===== src/rtl/pm_evt_pkg.sv =====
package pm_evt_pkg;
  localparam int REG_W = 16;
  localparam int BUS_W = 32;
  localparam int OFF_W = 6;

  localparam logic [OFF_W-1:0] OFF_STS = 6'h00;
  localparam logic [OFF_W-1:0] OFF_EN  = 6'h02;
  localparam logic [OFF_W-1:0] OFF_CTL = 6'h04;
  localparam logic [OFF_W-1:0] OFF_TMR = 6'h08;

  // event bit positions shared by status and enable
  localparam int BIT_TMR = 0;
  localparam int BIT_GBL = 5;
  localparam int BIT_PWR = 8;
  localparam int BIT_RTC = 10;

  // control fields
  localparam int BIT_SLP_GO = 13;
  localparam int TYP_LO     = 10;
  localparam logic [1:0] TYP_SOFT_OFF = 2'b00;

  localparam logic [REG_W-1:0] EVT_MASK =
    REG_W'((1 << BIT_TMR) | (1 << BIT_GBL) | (1 << BIT_PWR) | (1 << BIT_RTC));

  typedef struct packed {
    logic             stsWr;
    logic             enWr;
    logic             ctlWr;
    logic             rdSts;
    logic             rdEn;
    logic             rdCtl;
    logic             rdTmr;
    logic             rdAny;
    logic [REG_W-1:0] wdata;
  } pmStrobe_t;
endpackage


===== src/rtl/pm_evt_ctrl.sv =====
module pm_evt_ctrl
  import pm_evt_pkg::*;
#(
  parameter int ADDR_W = 16
) (
  input  logic              clk,
  input  logic              rst,
  input  logic              busRd,
  input  logic              busWr,
  input  logic              busDword,
  input  logic [ADDR_W-1:0] busAddr,
  input  logic [BUS_W-1:0]  busWdata,
  output pmStrobe_t         stb
);
  logic [OFF_W-1:0] offset;
  logic             wordWr;
  logic             wordRd;
  logic             dwordRd;

  always_comb begin
    offset  = busAddr[OFF_W-1:0];
    wordWr  = busWr & ~busDword;
    wordRd  = busRd & ~busDword;
    dwordRd = busRd & busDword;

    stb.stsWr = wordWr & (offset == OFF_STS);
    stb.enWr  = wordWr & (offset == OFF_EN);
    stb.ctlWr = wordWr & (offset == OFF_CTL);
    stb.rdSts = wordRd & (offset == OFF_STS);
    stb.rdEn  = wordRd & (offset == OFF_EN);
    stb.rdCtl = wordRd & (offset == OFF_CTL);
    stb.rdTmr = dwordRd & (offset == OFF_TMR);
    stb.rdAny = busRd;
    stb.wdata = busWdata[REG_W-1:0];
  end

  // at most one register is written per cycle
  assert_one_write_R3: assert property (@(posedge clk) disable iff (rst)
    $onehot0({stb.stsWr, stb.enWr, stb.ctlWr}));

  // at most one read source is selected
  assert_one_read_R3: assert property (@(posedge clk) disable iff (rst)
    $onehot0({stb.rdSts, stb.rdEn, stb.rdCtl, stb.rdTmr}));
endmodule


===== src/rtl/pm_evt_dp.sv =====
module pm_evt_dp
  import pm_evt_pkg::*;
#(
  parameter int TMR_W = 24
) (
  input  logic             clk,
  input  logic             rst,
  input  pmStrobe_t        stb,
  input  logic             tickEn,
  input  logic             evtRtc,
  input  logic             evtPwrBtn,
  input  logic             evtGbl,
  output logic [BUS_W-1:0] rdData,
  output logic             rdValid,
  output logic             sciOut,
  output logic             powerOffReq
);
  localparam int MSB = TMR_W - 1;

  logic [TMR_W-1:0] tmrCnt;
  logic [REG_W-1:0] stsReg;
  logic [REG_W-1:0] enReg;
  logic [REG_W-1:0] ctlReg;

  logic             msbFlip;
  logic [REG_W-1:0] setVec;
  logic [REG_W-1:0] clrVec;
  logic [REG_W-1:0] stsNext;
  logic [REG_W-1:0] ctlKeep;
  logic             sleepGo;
  logic [BUS_W-1:0] rdMux;

  always_comb begin
    // the top bit flips when every lower bit is one and the timer ticks
    msbFlip = tickEn & (&tmrCnt[MSB-1:0]);

    setVec          = '0;
    setVec[BIT_TMR] = msbFlip;
    setVec[BIT_GBL] = evtGbl;
    setVec[BIT_PWR] = evtPwrBtn;
    setVec[BIT_RTC] = evtRtc;

    clrVec  = stb.stsWr ? stb.wdata : '0;
    stsNext = ((stsReg & ~clrVec) | setVec) & EVT_MASK;

    ctlKeep             = stb.wdata;
    ctlKeep[BIT_SLP_GO] = 1'b0;
    sleepGo = stb.ctlWr & stb.wdata[BIT_SLP_GO] &
              (stb.wdata[TYP_LO +: 2] == TYP_SOFT_OFF);

    rdMux = '0;
    if (stb.rdSts)      rdMux = BUS_W'(stsReg);
    else if (stb.rdEn)  rdMux = BUS_W'(enReg);
    else if (stb.rdCtl) rdMux = BUS_W'(ctlReg);
    else if (stb.rdTmr) rdMux = BUS_W'(tmrCnt);
  end

  always_ff @(posedge clk) begin
    if (rst) begin
      tmrCnt      <= '0;
      stsReg      <= '0;
      enReg       <= '0;
      ctlReg      <= '0;
      rdData      <= '0;
      rdValid     <= 1'b0;
      powerOffReq <= 1'b0;
    end else begin
      if (tickEn) tmrCnt <= tmrCnt + 1'b1;
      stsReg <= stsNext;
      if (stb.enWr)  enReg  <= stb.wdata;
      if (stb.ctlWr) ctlReg <= ctlKeep;
      rdValid     <= stb.rdAny;
      if (stb.rdAny) rdData <= rdMux;
      powerOffReq <= sleepGo;
    end
  end

  assign sciOut = |(stsReg & enReg & EVT_MASK);

  // a change of the timer's top bit leaves the overflow flag set
  assert_ovf_flag_R7: assert property (@(posedge clk) disable iff (rst)
    (tmrCnt[MSB] != $past(tmrCnt[MSB])) |-> stsReg[BIT_TMR]);

  // an event pulse sets its status bit on the next edge
  assert_pwr_set_R6: assert property (@(posedge clk) disable iff (rst)
    evtPwrBtn |=> stsReg[BIT_PWR]);

  // a set bit stays set unless a clearing write targets it
  assert_sts_sticky_R5: assert property (@(posedge clk) disable iff (rst)
    (stsReg[BIT_PWR] && !(stb.stsWr && stb.wdata[BIT_PWR])) |=> stsReg[BIT_PWR]);

  // an enabled event raises the interrupt
  assert_sci_raise_R8: assert property (@(posedge clk) disable iff (rst)
    (evtRtc && enReg[BIT_RTC] && !stb.enWr) |=> sciOut);

  // the power-off request lasts a single cycle
  assert_off_pulse_R10: assert property (@(posedge clk) disable iff (rst)
    powerOffReq |=> !powerOffReq);

  // other sleep types leave the request low
  assert_off_type_R10: assert property (@(posedge clk) disable iff (rst)
    (stb.ctlWr && stb.wdata[TYP_LO +: 2] != TYP_SOFT_OFF) |=> !powerOffReq);

  // each read request is answered on the next cycle
  assert_rd_valid_R11: assert property (@(posedge clk) disable iff (rst)
    stb.rdAny |=> rdValid);
endmodule


===== src/rtl/pm_evt_regs.sv =====
module pm_evt_regs
  import pm_evt_pkg::*;
#(
  parameter int TMR_W  = 24,
  parameter int ADDR_W = 16
) (
  input  logic              clk,
  input  logic              rst,
  input  logic              busRd,
  input  logic              busWr,
  input  logic              busDword,
  input  logic [ADDR_W-1:0] busAddr,
  input  logic [31:0]       busWdata,
  output logic [31:0]       rdData,
  output logic              rdValid,
  input  logic              tickEn,
  input  logic              evtRtc,
  input  logic              evtPwrBtn,
  input  logic              evtGbl,
  output logic              sciOut,
  output logic              powerOffReq
);
  pmStrobe_t stb;

  pm_evt_ctrl #(.ADDR_W(ADDR_W)) u_ctrl (
    .clk      (clk),
    .rst      (rst),
    .busRd    (busRd),
    .busWr    (busWr),
    .busDword (busDword),
    .busAddr  (busAddr),
    .busWdata (busWdata),
    .stb      (stb)
  );

  pm_evt_dp #(.TMR_W(TMR_W)) u_dp (
    .clk         (clk),
    .rst         (rst),
    .stb         (stb),
    .tickEn      (tickEn),
    .evtRtc      (evtRtc),
    .evtPwrBtn   (evtPwrBtn),
    .evtGbl      (evtGbl),
    .rdData      (rdData),
    .rdValid     (rdValid),
    .sciOut      (sciOut),
    .powerOffReq (powerOffReq)
  );
endmodule


===== config.mk =====
export PLATFORM = sky130hd
export DESIGN_NAME = pm_evt_regs
export DESIGN_NICKNAME = d
export VERILOG_FILES = /design/src/rtl/pm_evt_pkg.sv /design/src/rtl/pm_evt_ctrl.sv /design/src/rtl/pm_evt_dp.sv /design/src/rtl/pm_evt_regs.sv
export SDC_FILE = /design/constraint.sdc
export NUM_CORES = 1
export LEC_CHECK = 0
export BUFFER_PORTS_ARGS = -buffer_cell sky130_fd_sc_hd__buf_2
export CAP_MARGIN = 20
export CORE_UTILIZATION = 49
export CTS_BUF_LIST = sky130_fd_sc_hd__clkbuf_8
export CTS_CLUSTER_SIZE = 24
export DETAILED_ROUTE_END_ITERATION = 8
export MAX_ROUTING_LAYER = met4
export PLACE_DENSITY = 0.84
export SYNTH_ARGS = -nofsm -noshare
export SYNTH_HDL_FRONTEND = slang
export SYNTH_SLANG_ARGS = --single-unit

===== constraint.sdc =====
create_clock -name clk -period 1.8 [get_ports clk]
set_input_delay 0.09 -clock clk [delete_from_list [all_inputs] [get_ports clk]]
set_output_delay 0.09 -clock clk [all_outputs]
set_load 0.1 [all_outputs]

==> results.sh, run 1 <==
export IMPL_routedWlPerCell_um=15.15
export IMPL_root_buffer="clkbuf_8"
export IMPL_hold_path_depth=3
export IMPL_die_x_um=87.43
export IMPL_whs_ns=0.02902
export IMPL_tightest_slew_ns=0.5139
export IMPL_antenna_found_initial=0
export IMPL_ys_flop_type="dfxtp_1"
export IMPL_dp_cells=582
export IMPL_final_common_cell="nand2_1"
export IMPL_start_util=0.5178
export IMPL_hold_violations=0
export IMPL_final_cell_mix="86 x nand2_1, 82 x dfxtp_1, 59 x a21oi_1"
export IMPL_reg2reg_depth=4
export IMPL_dr_first_iter_drc_count=315
export IMPL_rows=30
export IMPL_dr_pass1_iters=7
export IMPL_ant_nets=0
export IMPL_route_vias_total=3522
export IMPL_timing_final_crit_share=0.9621
export IMPL_ys_seq_area_frac=0.4759
export IMPL_cp_arrival_ns=2.01
export IMPL_ys_ff_latch=85
export IMPL_worstSkewPairLatency_ns=0.35
export IMPL_gr_usage_all_layers=0.2702
export IMPL_rsz0062_at_grt="false"
export IMPL_period_minus_slack_ns=1.732
export IMPL_areaGrowthSynthToFinish_pct=24.39
export IMPL_critPathKind="reg2reg"
export IMPL_grt_pass1_vias=3397
export IMPL_grt_pass1_wl_um=15570
export IMPL_synth_top_area_frac=0.4759
export IMPL_dp_hpwl_um=6447
export IMPL_maxCapViolCount=0
export IMPL_powerDensity_nw_per_um2=761.2
export IMPL_place_gp_congestion=0.8412
export IMPL_p_total_w=0.003386
export IMPL_min_path_type="in2reg"
export IMPL_fmax_mhz=577.4
export IMPL_drc_errors=0
export IMPL_endpoint_kind="flip-flop"
export IMPL_cts_clk_slew_worst_paths_ns=0.09
export IMPL_numCtsBuffers=9
export IMPL_die_h_um=87.43
export IMPL_start_kind="flip-flop"
export IMPL_port_buffers=57
export IMPL_overflow=0
export IMPL_n_antenna_cell=0
export IMPL_report_final_slew_viol_count=0
export IMPL_die_area_sq_um=7643
export IMPL_core_region_area_sq_um=6907
export IMPL_yosysUniqueCellTypes=43
export IMPL_synth_area_leader_cell="dfxtp_1"
export IMPL_grt_max_degree=30
export IMPL_outcome="complete, no violations"
export IMPL_cts_tree="built"
export IMPL_wl_um=9350
export IMPL_stdcell_count=617
export IMPL_synth_edf_count=0
export IMPL_leakage_nw=1.644
export IMPL_nNetsFinal=574
export IMPL_cts_path_max_buffers=2
export IMPL_netlist_area_sq_um=3576
export IMPL_drive_above_1_share=0.2207
export IMPL_ir_worst_vdd_v=0.0004514
export IMPL_async_flop_share=0
export IMPL_ios=92
export IMPL_finalSetupViolations=0
export IMPL_synth_avg_cell_area_sq_um=8.297
export IMPL_fin_skew_ns=0.01045
export IMPL_relSlewSlack=0.6548
export IMPL_synthCells=431
export IMPL_path_max_fanout=5
export IMPL_synthTopCellsByArea="dfxtp_1 48%, nand2_1 9.0%, a21oi_1 8.3%, nor2_1 3.3%, a222oi_1 3.1%"
export IMPL_clock_sinks=85
export IMPL_cp_data_required_time_ns=2.08
export IMPL_yosys_warnings=0
export IMPL_final_setup_tns_ns=0
export IMPL_design_area_sq_um=4448
export IMPL_vias_per_cell=5.708
export IMPL_ctsHtreeMaxLevel=3
export IMPL_place_area_sq_um=4075
[cells by family after synthesis]
| group | count (synthesis) | share of synthesized area |
|---|---|---|
| other cells | 1 | 0.001049 |
| compound gates | 103 | 0.1802 |
| fa+ha+maj | 1 | 0.003498 |
| xor+xnor | 11 | 0.02694 |
| simple gates | 183 | 0.2470 |
| flops | 85 | 0.4759 |
| buf+inv | 44 | 0.05634 |
| mux | 3 | 0.009097 |
[metal layers]
metal  vias up  GRT usage  part of all wire
met5         -          -                 0
li1       1689          -                 -
met4         0     0.1356             0.031
met2       152     0.4382              0.49
met3        24    0.06066             0.060
met1      1657     0.3144              0.42
[cells in the mapped netlist, types with 3 or more instances]
cell type / number
or3_1: 10
buf_2: 5
nor2_1: 31
nor3_1: 5
xnor2_1: 9
and4_1: 6
a21oi_1: 59
a222oi_1: 11
o31ai_1: 5
nand2_1: 86
or4_1: 7
a22oi_1: 11
clkbuf_1: 24
inv_1: 7
nand3_1: 9
nor4_1: 7
dfxtp_1: 85
nand4_1: 11
o21ai_1: 3
buf_4: 8
o21ai_0: 4
[per-stage QoR]
| step | setup WS, ns | util |
|---|---|---|
| floorplan | 0.01435 | - |
| detailed placement | -0.03190 | 0.5900 |
| CTS | 0.004587 | 0.6418 |
| global placement | 0.05921 | 0.5900 |
| global route | 0.001009 | 0.6440 |
| finish | 0.06814 | 0.6440 |
[worst max-delay path: stages, from the launching register on]
cell,delay (ns)
dfxtp_1,0.41
nand3_1,0.17
or4_4,0.57
or3_1,0.37
a21oi_1,0.15
[final timing paths]
| kind | from | to | slack, ns |
|---|---|---|---|
| worst max-delay path | u_dp.tmrCnt[15]$_SDFFE_PP0P_ | u_dp.tmrCnt[23]$_SDFFE_PP0P_ | 0.07 |
| worst min-delay path | busWdata[10] | u_dp.ctlReg[10]$_SDFFE_PP0P_ | 0.03 |
| worst max register to register | u_dp.tmrCnt[15]$_SDFFE_PP0P_ | u_dp.tmrCnt[23]$_SDFFE_PP0P_ | 0.07 |
| worst min register to register | u_dp.ctlReg[10]$_SDFFE_PP0P_ | u_dp.ctlReg[10]$_SDFFE_PP0P_ | 0.46 |
[timing repair]
item,CTS,global route
gates cloned,0,0
setup buffers,1,0
setup endpoints to repair,3,7
hold buffers,18,0
pin swaps,1,3
endpoints found under the hold margin,30,0
resized for setup,1,5
[flip-flops by register name (all words and copies together), names as in the netlist]
name	count
u_dp.rdData	24
u_dp.enReg	16
u_dp.powerOffReq	1
u_dp.stsReg	4
u_dp.ctlReg	15
u_dp.rdValid	1
u_dp.tmrCnt	24
[power breakdown]
part | total [W] | leakage, nW | switching, W | internal, W
clock network | 0.00119 | 0.0866 | 0.000692 | 0.000494
registers | 0.00191 | 0.688 | 0.0000152 | 0.00189
logic | 0.000291 | 0.870 | 0.000207 | 0.0000840
total | 0.00339 | 1.64 | 0.000914 | 0.00247
[layout make-up]
cell class / count / area (sq um)
fillers: 590 / 2459
multi-input cells: 309 / 1722
flip-flops and latches: 85 / 1705
repair buffers: 104 / 708.2
clock buffers: 9 / 123.9
well taps: 96 / 120.1
clock inverters: 7 / 42.54
inverters: 7 / 26.28
No activity file was read; power rests on OpenSTA's default activity.
==> run 2: changes to the inputs <==
--- a/config.mk
+++ b/config.mk
@@ -5,14 +5,16 @@
 export SDC_FILE = /design/constraint.sdc
 export NUM_CORES = 1
 export LEC_CHECK = 0
+export ABC_AREA = 1
 export BUFFER_PORTS_ARGS = -buffer_cell sky130_fd_sc_hd__buf_2
 export CAP_MARGIN = 20
-export CORE_UTILIZATION = 49
+export CORE_ASPECT_RATIO = 1.2
+export CORE_UTILIZATION = 51
 export CTS_BUF_LIST = sky130_fd_sc_hd__clkbuf_8
 export CTS_CLUSTER_SIZE = 24
 export DETAILED_ROUTE_END_ITERATION = 8
 export MAX_ROUTING_LAYER = met4
-export PLACE_DENSITY = 0.84
+export PLACE_DENSITY = 0.85
 export SYNTH_ARGS = -nofsm -noshare
 export SYNTH_HDL_FRONTEND = slang
 export SYNTH_SLANG_ARGS = --single-unit
==> run 2 against run 1 <==
Against the previous run:
- the flow now finishes with violations (design-rule violations)
- total power grew 11%
- global-route usage shrank 0.82 points
- non-clock buffer count shrank 25
- largest power group unchanged
- sequential power is essentially flat
- final cell count grew 17%
- setup slack gained 0.22 ns
- utilization shrank 2.7 points
- synthesized cell count grew 30%
- register-to-register slack gained 0.22 ns
==> results.sh, run 2 <==
export IMPL_outcome="finished with violations"
export IMPL_failed_checks="design-rule violations"
export IMPL_async_flop_share=0
export IMPL_period_minus_slack_ns=1.512
export IMPL_synthTopCellsByCount="85 x dfxtp_1, 82 x nor2_1, 77 x nand2_1, 47 x inv_1, 40 x a21oi_1"
export IMPL_cts_clk_slew_worst_paths_ns=0.08
export IMPL_ios=92
export IMPL_drc_errors=5
export IMPL_cts_tree="built"
export IMPL_endpoint_kind="flip-flop"
export IMPL_yosys_area_share_simple=0.3237
export IMPL_root_buffer="clkbuf_8"
export IMPL_netlist_area_sq_um=4098
export IMPL_r2r_end="u_dp.stsReg[0]$_SDFF_PP0_"
export IMPL_synth_top_area_frac=0.4153
export IMPL_yosysUniqueCellTypes=32
export IMPL_place_gp_congestion=0.8734
export IMPL_post_cts_buffers=0
export IMPL_vias_per_cell=5.605
export IMPL_rows=35
export IMPL_areaGrowthSynthToFinish_pct=16.70
export IMPL_reg_top3="u_dp.rdData x24, u_dp.tmrCnt x24, u_dp.enReg x16"
export IMPL_ys_ff_latch=85
export IMPL_dp_hpwl_um=7160
export IMPL_p_switching_w=0.0009848
export IMPL_cts_resized=0
export IMPL_timing_final_crit_share=0.8398
export IMPL_powerDensity_nw_per_um2=785.0
export IMPL_r2r_start="u_dp.tmrCnt[0]$_SDFFE_PP0P_"
export IMPL_die_h_um=100.2
export IMPL_maxCapViolCount=0
export IMPL_final_common_cell="dfxtp_1"
export IMPL_ctsHtreeMaxLevel=3
export IMPL_synth_fa_ha_area_frac=0.003053
export IMPL_synth_xor_area_share=0
export IMPL_core_region_area_sq_um=7751
export IMPL_min_path_type="in2reg"
export IMPL_clock_sinks=85
export IMPL_synthCells=560
export IMPL_ys_seq_area_frac=0.4153
export IMPL_gr_usage_all_layers=0.2620
export IMPL_yosys_warnings=0
export IMPL_drive_above_1_share=0.1937
export IMPL_antenna_found_initial=0
export IMPL_n_fill_cell=673
export IMPL_worstSkewPairLatency_ns=0.35
export IMPL_final_cell_mix="85 x dfxtp_1, 82 x nor2_1, 77 x nand2_1"
export IMPL_dr_pass1_iters=9
export IMPL_fmax_mhz=661.6
export IMPL_die_area_sq_um=8398
export IMPL_routedWlPerCell_um=14.04
export IMPL_p_comb_frac=0.110
export IMPL_r2r_setup_slack_ns=0.29
export IMPL_reg2reg_depth=7
export IMPL_start_kind="flip-flop"
export IMPL_grt_pass1_wl_um=17290
export IMPL_n_antenna_cell=0
export IMPL_overflow=0
export IMPL_synth_compound_area_frac=0.1618
export IMPL_rsz0062_at_grt="false"
export IMPL_report_final_slew_viol_count=0
export IMPL_critPathKind="reg2reg"
export IMPL_fin_skew_ns=0.007308
export IMPL_p_int_w=0.002769
export IMPL_die_x_um=83.83
export IMPL_design_area_sq_um=4782
export IMPL_place_area_sq_um=4437
export IMPL_synth_edf_count=0
export IMPL_dr_first_iter_drc_count=269
export IMPL_synth_area_leader_cell="dfxtp_1"
export IMPL_holdBufCountCts=14
export IMPL_finalSetupViolations=0
export IMPL_synth_top_family_by_area="simple AND/OR/NAND/NOR gates"
export IMPL_synth_avg_cell_area_sq_um=7.317
export IMPL_grt_pass1_vias=3884
export IMPL_muxShareOfSynthArea=0
export IMPL_ys_flop_type="dfxtp_1"
export IMPL_numCtsBuffers=9
export IMPL_seqPwrFrac=0.510
export IMPL_yosysMostFrequentCell="dfxtp_1"
export IMPL_nNetsFinal=684
export IMPL_ir_worst_vdd_v=0.0004620
export IMPL_cp_data_required_time_ns=2.07
export IMPL_ant_nets=0
export IMPL_whs_ns=0.007263
export IMPL_sw_frac_of_total=0.2623
export IMPL_leakage_nw=1.942
export IMPL_final_setup_tns_ns=0
export IMPL_min_to="u_dp.ctlReg[11]$_SDFFE_PP0P_"
export IMPL_grt_max_degree=62
export IMPL_cp_arrival_ns=1.78
export IMPL_route_vias_total=4047
export IMPL_cts_path_max_buffers=2
export IMPL_path_max_fanout=3
export IMPL_worstHoldStart="busWdata[11]"
export IMPL_start_util=0.5287
export IMPL_port_buffers=57
export IMPL_hold_violations=0
export IMPL_clock_power_share=0.379
export IMPL_wl_um=10140
export IMPL_hold_path_depth=3
export IMPL_multi_input_area_sq_um=2032
export IMPL_synthTopCellsByArea="dfxtp_1 42%, nor2_1 7.5%, nand2_1 7.1%, a21oi_1 4.9%, nand3_1 4.6%"
export IMPL_regArea_sq_um=1702
## run 2: cell count changes in the layout (fill, tap and decap cells not counted), sizes merged, moves of 12 or more
cell	previous run	this run
nor2	31	99
nand3	9	44
nand4	12	25
inv	9	58
o21ai	7	55
a21oi	59	40
buf	86	65
o21a	0	12
## run 2: final cells by class
class / instances / area share
Multi-Input combinational cell: 393 / 0.4249
Sequential cell: 85 / 0.3558
Timing Repair Buffer: 79 / 0.1068
Inverter: 58 / 0.04553
Clock buffer: 9 / 0.02590
Tap cell: 92 / 0.02407
Clock inverter: 6 / 0.01701
## run 2: power groups by stage
stage	clock network (W)	logic, W	registers [W]
after floorplan	0	0.000221	0.00204
after global placement	0	0.000382	0.00196
after detailed placement	0	0.000390	0.00196
after CTS	0.00143	0.000412	0.00192
after global routing	0.00151	0.000442	0.00192
final	0.00142	0.000414	0.00192
## run 2: stage by stage
stage / utilization / worst slack [ns] / power (W) / instances
2_1_floorplan: - / 0.4529 / 0.002258 / 567
3_3_place_gp: 0.5724 / 0.3492 / 0.002342 / 693
3_5_place_dp: 0.5724 / 0.3231 / 0.002350 / 693
4_1_cts: 0.6169 / 0.2903 / 0.003761 / 722
5_1_grt: 0.6169 / 0.1019 / 0.003875 / 722
6_report: 0.6169 / 0.2884 / 0.003754 / 722
## run 2: worst max-delay path: stages (launching register included)
cell and delay, ns:
dfxtp_1 0.37, ha_1 0.21, nand3_1 0.11, nor2_1 0.11
nand2_1 0.11, nor3_2 0.20, nand3_1 0.15, a21oi_1 0.19
## run 2: worst max-delay path by stage
stage / startpoint / end / slack (ns) / cells after the start
4_1_cts: u_dp.tmrCnt[0]$_SDFFE_PP0P_ / u_dp.stsReg[0]$_SDFF_PP0_ / 0.29 / 7
6_report: u_dp.tmrCnt[0]$_SDFFE_PP0P_ / u_dp.stsReg[0]$_SDFF_PP0_ / 0.29 / 7
3_5_place_dp: busAddr[1] / u_dp.ctlReg[5]$_SDFFE_PP0P_ / 0.32 / 8
3_3_place_gp: busAddr[1] / u_dp.ctlReg[11]$_SDFFE_PP0P_ / 0.35 / 8
5_1_grt: u_dp.tmrCnt[0]$_SDFFE_PP0P_ / u_dp.stsReg[0]$_SDFF_PP0_ / 0.10 / 7
2_1_floorplan: u_dp.stsReg[5]$_SDFF_PP0_ / sciOut / 0.45 / 2
## run 2: logic make-up (layout without fill, tap and decap cells)
group           after synthesis  in the layout
compound gates              122            122
buf+inv                      89            152
simple gates                262            262
other cells                   1              8
flops                        85             85
fa+ha+maj                     1              1
## run 2: routing by layer
metal | routed length (um) | part of all wire | up-vias | global-route usage
met5 | 0 | 0 | - | -
met4 | 333 | 0.033 | 0 | 0.1565
met3 | 626 | 0.062 | 27 | 0.04194
met2 | 5116 | 0.50 | 180 | 0.4483
met1 | 4059 | 0.40 | 1867 | 0.2888
li1 | - | - | 1973 | -
==> run 3: changes to the inputs <==
--- a/config.mk
+++ b/config.mk
@@ -5,16 +5,16 @@
 export SDC_FILE = /design/constraint.sdc
 export NUM_CORES = 1
 export LEC_CHECK = 0
-export ABC_AREA = 1
+export ABC_AREA = 0
 export BUFFER_PORTS_ARGS = -buffer_cell sky130_fd_sc_hd__buf_2
 export CAP_MARGIN = 20
 export CORE_ASPECT_RATIO = 1.2
-export CORE_UTILIZATION = 51
+export CORE_UTILIZATION = 49
 export CTS_BUF_LIST = sky130_fd_sc_hd__clkbuf_8
 export CTS_CLUSTER_SIZE = 24
 export DETAILED_ROUTE_END_ITERATION = 8
 export MAX_ROUTING_LAYER = met4
-export PLACE_DENSITY = 0.85
+export PLACE_DENSITY = 0.84
 export SYNTH_ARGS = -nofsm -noshare
 export SYNTH_HDL_FRONTEND = slang
 export SYNTH_SLANG_ARGS = --single-unit
==> constraint.sdc (replaced) <==
create_clock -name clk -period 1.3 [get_ports clk]
set_input_delay 0.065 -clock clk [delete_from_list [all_inputs] [get_ports clk]]
set_output_delay 0.065 -clock clk [all_outputs]
set_load 0.1 [all_outputs]
==> run 3 against run 2 <==
Against the previous run:
- the run ends with negative setup slack left
- largest power group unchanged
- clock skew grew 0.011 ns
- utilization grew 13 points
- first-iteration DRC count grew 52%
- critical path depth shrank 3
- die area shrank 9.0%
- final area grew 8.6%
- routed wire length grew 16%
- non-clock buffer count grew 81
- flip-flop and latch count is the same
- worst hold slack gained 0.098 ns
- setup slack lost 0.74 ns
- global-route usage grew 6.1 points
==> results.sh, run 3 (synthesis gave the netlist of run 1 again) <==
export IMPL_grt_max_degree=85
export IMPL_maxCapViolCount=0
export IMPL_ant_nets=0
export IMPL_cts_tree="built"
export IMPL_grt_util_met2=0.5256
export IMPL_reg2reg_depth=4
export IMPL_n_fill_cell=447
export IMPL_ir_worst_vdd_v=0.0008075
export IMPL_place_gp_congestion=0.8659
export IMPL_min_path_type="in2reg"
export IMPL_dr_pass1_iters=9
export IMPL_wl_um=11770
export IMPL_report_final_slew_viol_count=0
export IMPL_ios=92
export IMPL_dr_first_iter_drc_count=409
export IMPL_drive_above_1_share=0.3927
export IMPL_drc_errors=0
export IMPL_rsz0062_at_grt="true"
export IMPL_startpoint="u_dp.tmrCnt[17]$_SDFFE_PP0P_"
export IMPL_path_max_fanout=4
export IMPL_worstSkewPairLatency_ns=0.37
export IMPL_areaGrowthSynthToFinish_pct=45.28
export IMPL_outcome="finished with violations"
export IMPL_failed_checks="negative setup slack"
export IMPL_worstHoldStart="busWr"
export IMPL_reg_top3="u_dp.rdData x24, u_dp.tmrCnt x24, u_dp.enReg x16"
export IMPL_cts_clk_slew_worst_paths_ns=0.10
export IMPL_period_minus_slack_ns=1.755
export IMPL_grt_pass1_vias=3875
export IMPL_use_met3=0.07560
export IMPL_setup_ws_ns=-0.4552
export IMPL_leakage_nw=2.094
export IMPL_numCtsBuffers=9
export IMPL_endpoint_kind="flip-flop"
export IMPL_stdcell_count=665
export IMPL_rows=33
export IMPL_grt_pass1_wl_um=18180
export IMPL_hold_path_depth=4
export IMPL_dp_cells=612
export IMPL_start_kind="flip-flop"
export IMPL_p_switching_w=0.001349
export IMPL_start_util=0.5155
export IMPL_antenna_found_initial=0
export IMPL_design_area_sq_um=5195
export IMPL_p_int_w=0.003586
export IMPL_finalSetupViolations=19
export IMPL_clock_sinks=85
export IMPL_final_common_cell="nand2_1"
export IMPL_nNetsFinal=631
export IMPL_cts_path_max_buffers=2
export IMPL_grt_met1_usage=0.3446
export IMPL_dp_slack_ns=-0.3422
export IMPL_die_x_um=79.99
export IMPL_hold_violations=0
export IMPL_final_cell_mix="84 x nand2_1, 66 x buf_4, 58 x a21oi_1"
export IMPL_seqPwrFrac=0.535
export IMPL_vias_per_cell=6.135
export IMPL_route_vias_total=4080
export IMPL_die_area_sq_um=7645
export IMPL_cp_data_required_time_ns=1.58
export IMPL_overflow=0
export IMPL_place_area_sq_um=4438
export IMPL_p_comb_frac=0.092
export IMPL_core_region_area_sq_um=6937
export IMPL_sw_frac_of_total=0.2733
export IMPL_top_usage_layer="met2"
export IMPL_r2r_start="u_dp.tmrCnt[17]$_SDFFE_PP0P_"
export IMPL_die_h_um=95.58
export IMPL_ctsHtreeMaxLevel=3
export IMPL_powerDensity_nw_per_um2=950.0
export IMPL_critPathKind="reg2reg"
export IMPL_cp_arrival_ns=2.04
export IMPL_clock_power_share=0.373
export IMPL_root_buffer="clkbuf_8"
export IMPL_timing_final_crit_share=1.350
export IMPL_dp_hpwl_um=6692
export IMPL_fin_skew_ns=0.01814
export IMPL_routedWlPerCell_um=17.70
export IMPL_fmax_mhz=569.7
export IMPL_port_buffers=57
export IMPL_n_antenna_cell=0
export IMPL_gr_usage_all_layers=0.3227
run 3: area by class of cell:
cell class,count,area [sq um],area share
Multi-Input combinational cell,310,1899,0.3656
Sequential cell,85,1759,0.3386
Timing Repair Buffer,160,1210,0.2329
Clock buffer,11,151.4,0.02914
Tap cell,87,108.9,0.02095
Clock inverter,5,40.04,0.007707
Inverter,7,26.28,0.005058
run 3: path summary, 6_finish.rpt:
kind	endpoint	slack, ns
setup / recovery	u_dp.stsReg[0]$_SDFF_PP0_	-0.46
hold / removal	u_dp.stsReg[8]$_SDFF_PP0_	0.11
setup reg to reg	u_dp.stsReg[0]$_SDFF_PP0_	-0.46
hold reg to reg	u_dp.rdData[6]$_SDFFE_PP0P_	0.45
run 3: metal layers:
layer	vias up	part of all wire
li1	1816	-
met1	1934	0.36
met2	261	0.49
met3	69	0.091
met4	0	0.061
met5	-	0
run 3: critical path, cell delays in order (launching register included):
cell     delay [ns]
dfxtp_2        0.34
nand4_1        0.17
or4_4          0.59
or3_1          0.39
a21oi_1        0.17
run 3: timing repair:
item | 4_1_cts | 5_1_grt
buffers inserted | 9 | 12
endpoints found under the hold margin | 34 | 0
cloned | 2 | 0
setup endpoints to repair | 19 | 22
pin swaps | 21 | 21
hold buffers | 19 | 0
gates resized for setup | 48 | 18
run 3: power by group through the flow:
stage | clock, W | combinational [W] | sequential (W)
after floorplan | 0 | 0.000230 | 0.00273
final | 0.00184 | 0.000455 | 0.00264
after global routing | 0.00197 | 0.000482 | 0.00264
after detailed placement | 0 | 0.000396 | 0.00270
after global placement | 0 | 0.000391 | 0.00270
after CTS | 0.00183 | 0.000444 | 0.00264
run 3: metrics by stage:
stage            util  hold slack (ns)  TNS, ns  power [W]
2_1_floorplan       -           0.1432   -2.777   0.002963
3_3_place_gp   0.6398           0.2732   -3.211   0.003088
3_5_place_dp   0.6398           0.2913   -4.070   0.003095
4_1_cts        0.7325          0.09806   -2.552   0.004911
5_1_grt        0.7489           0.1340   -5.284   0.005092
6_report       0.7489           0.1053   -3.914   0.004935
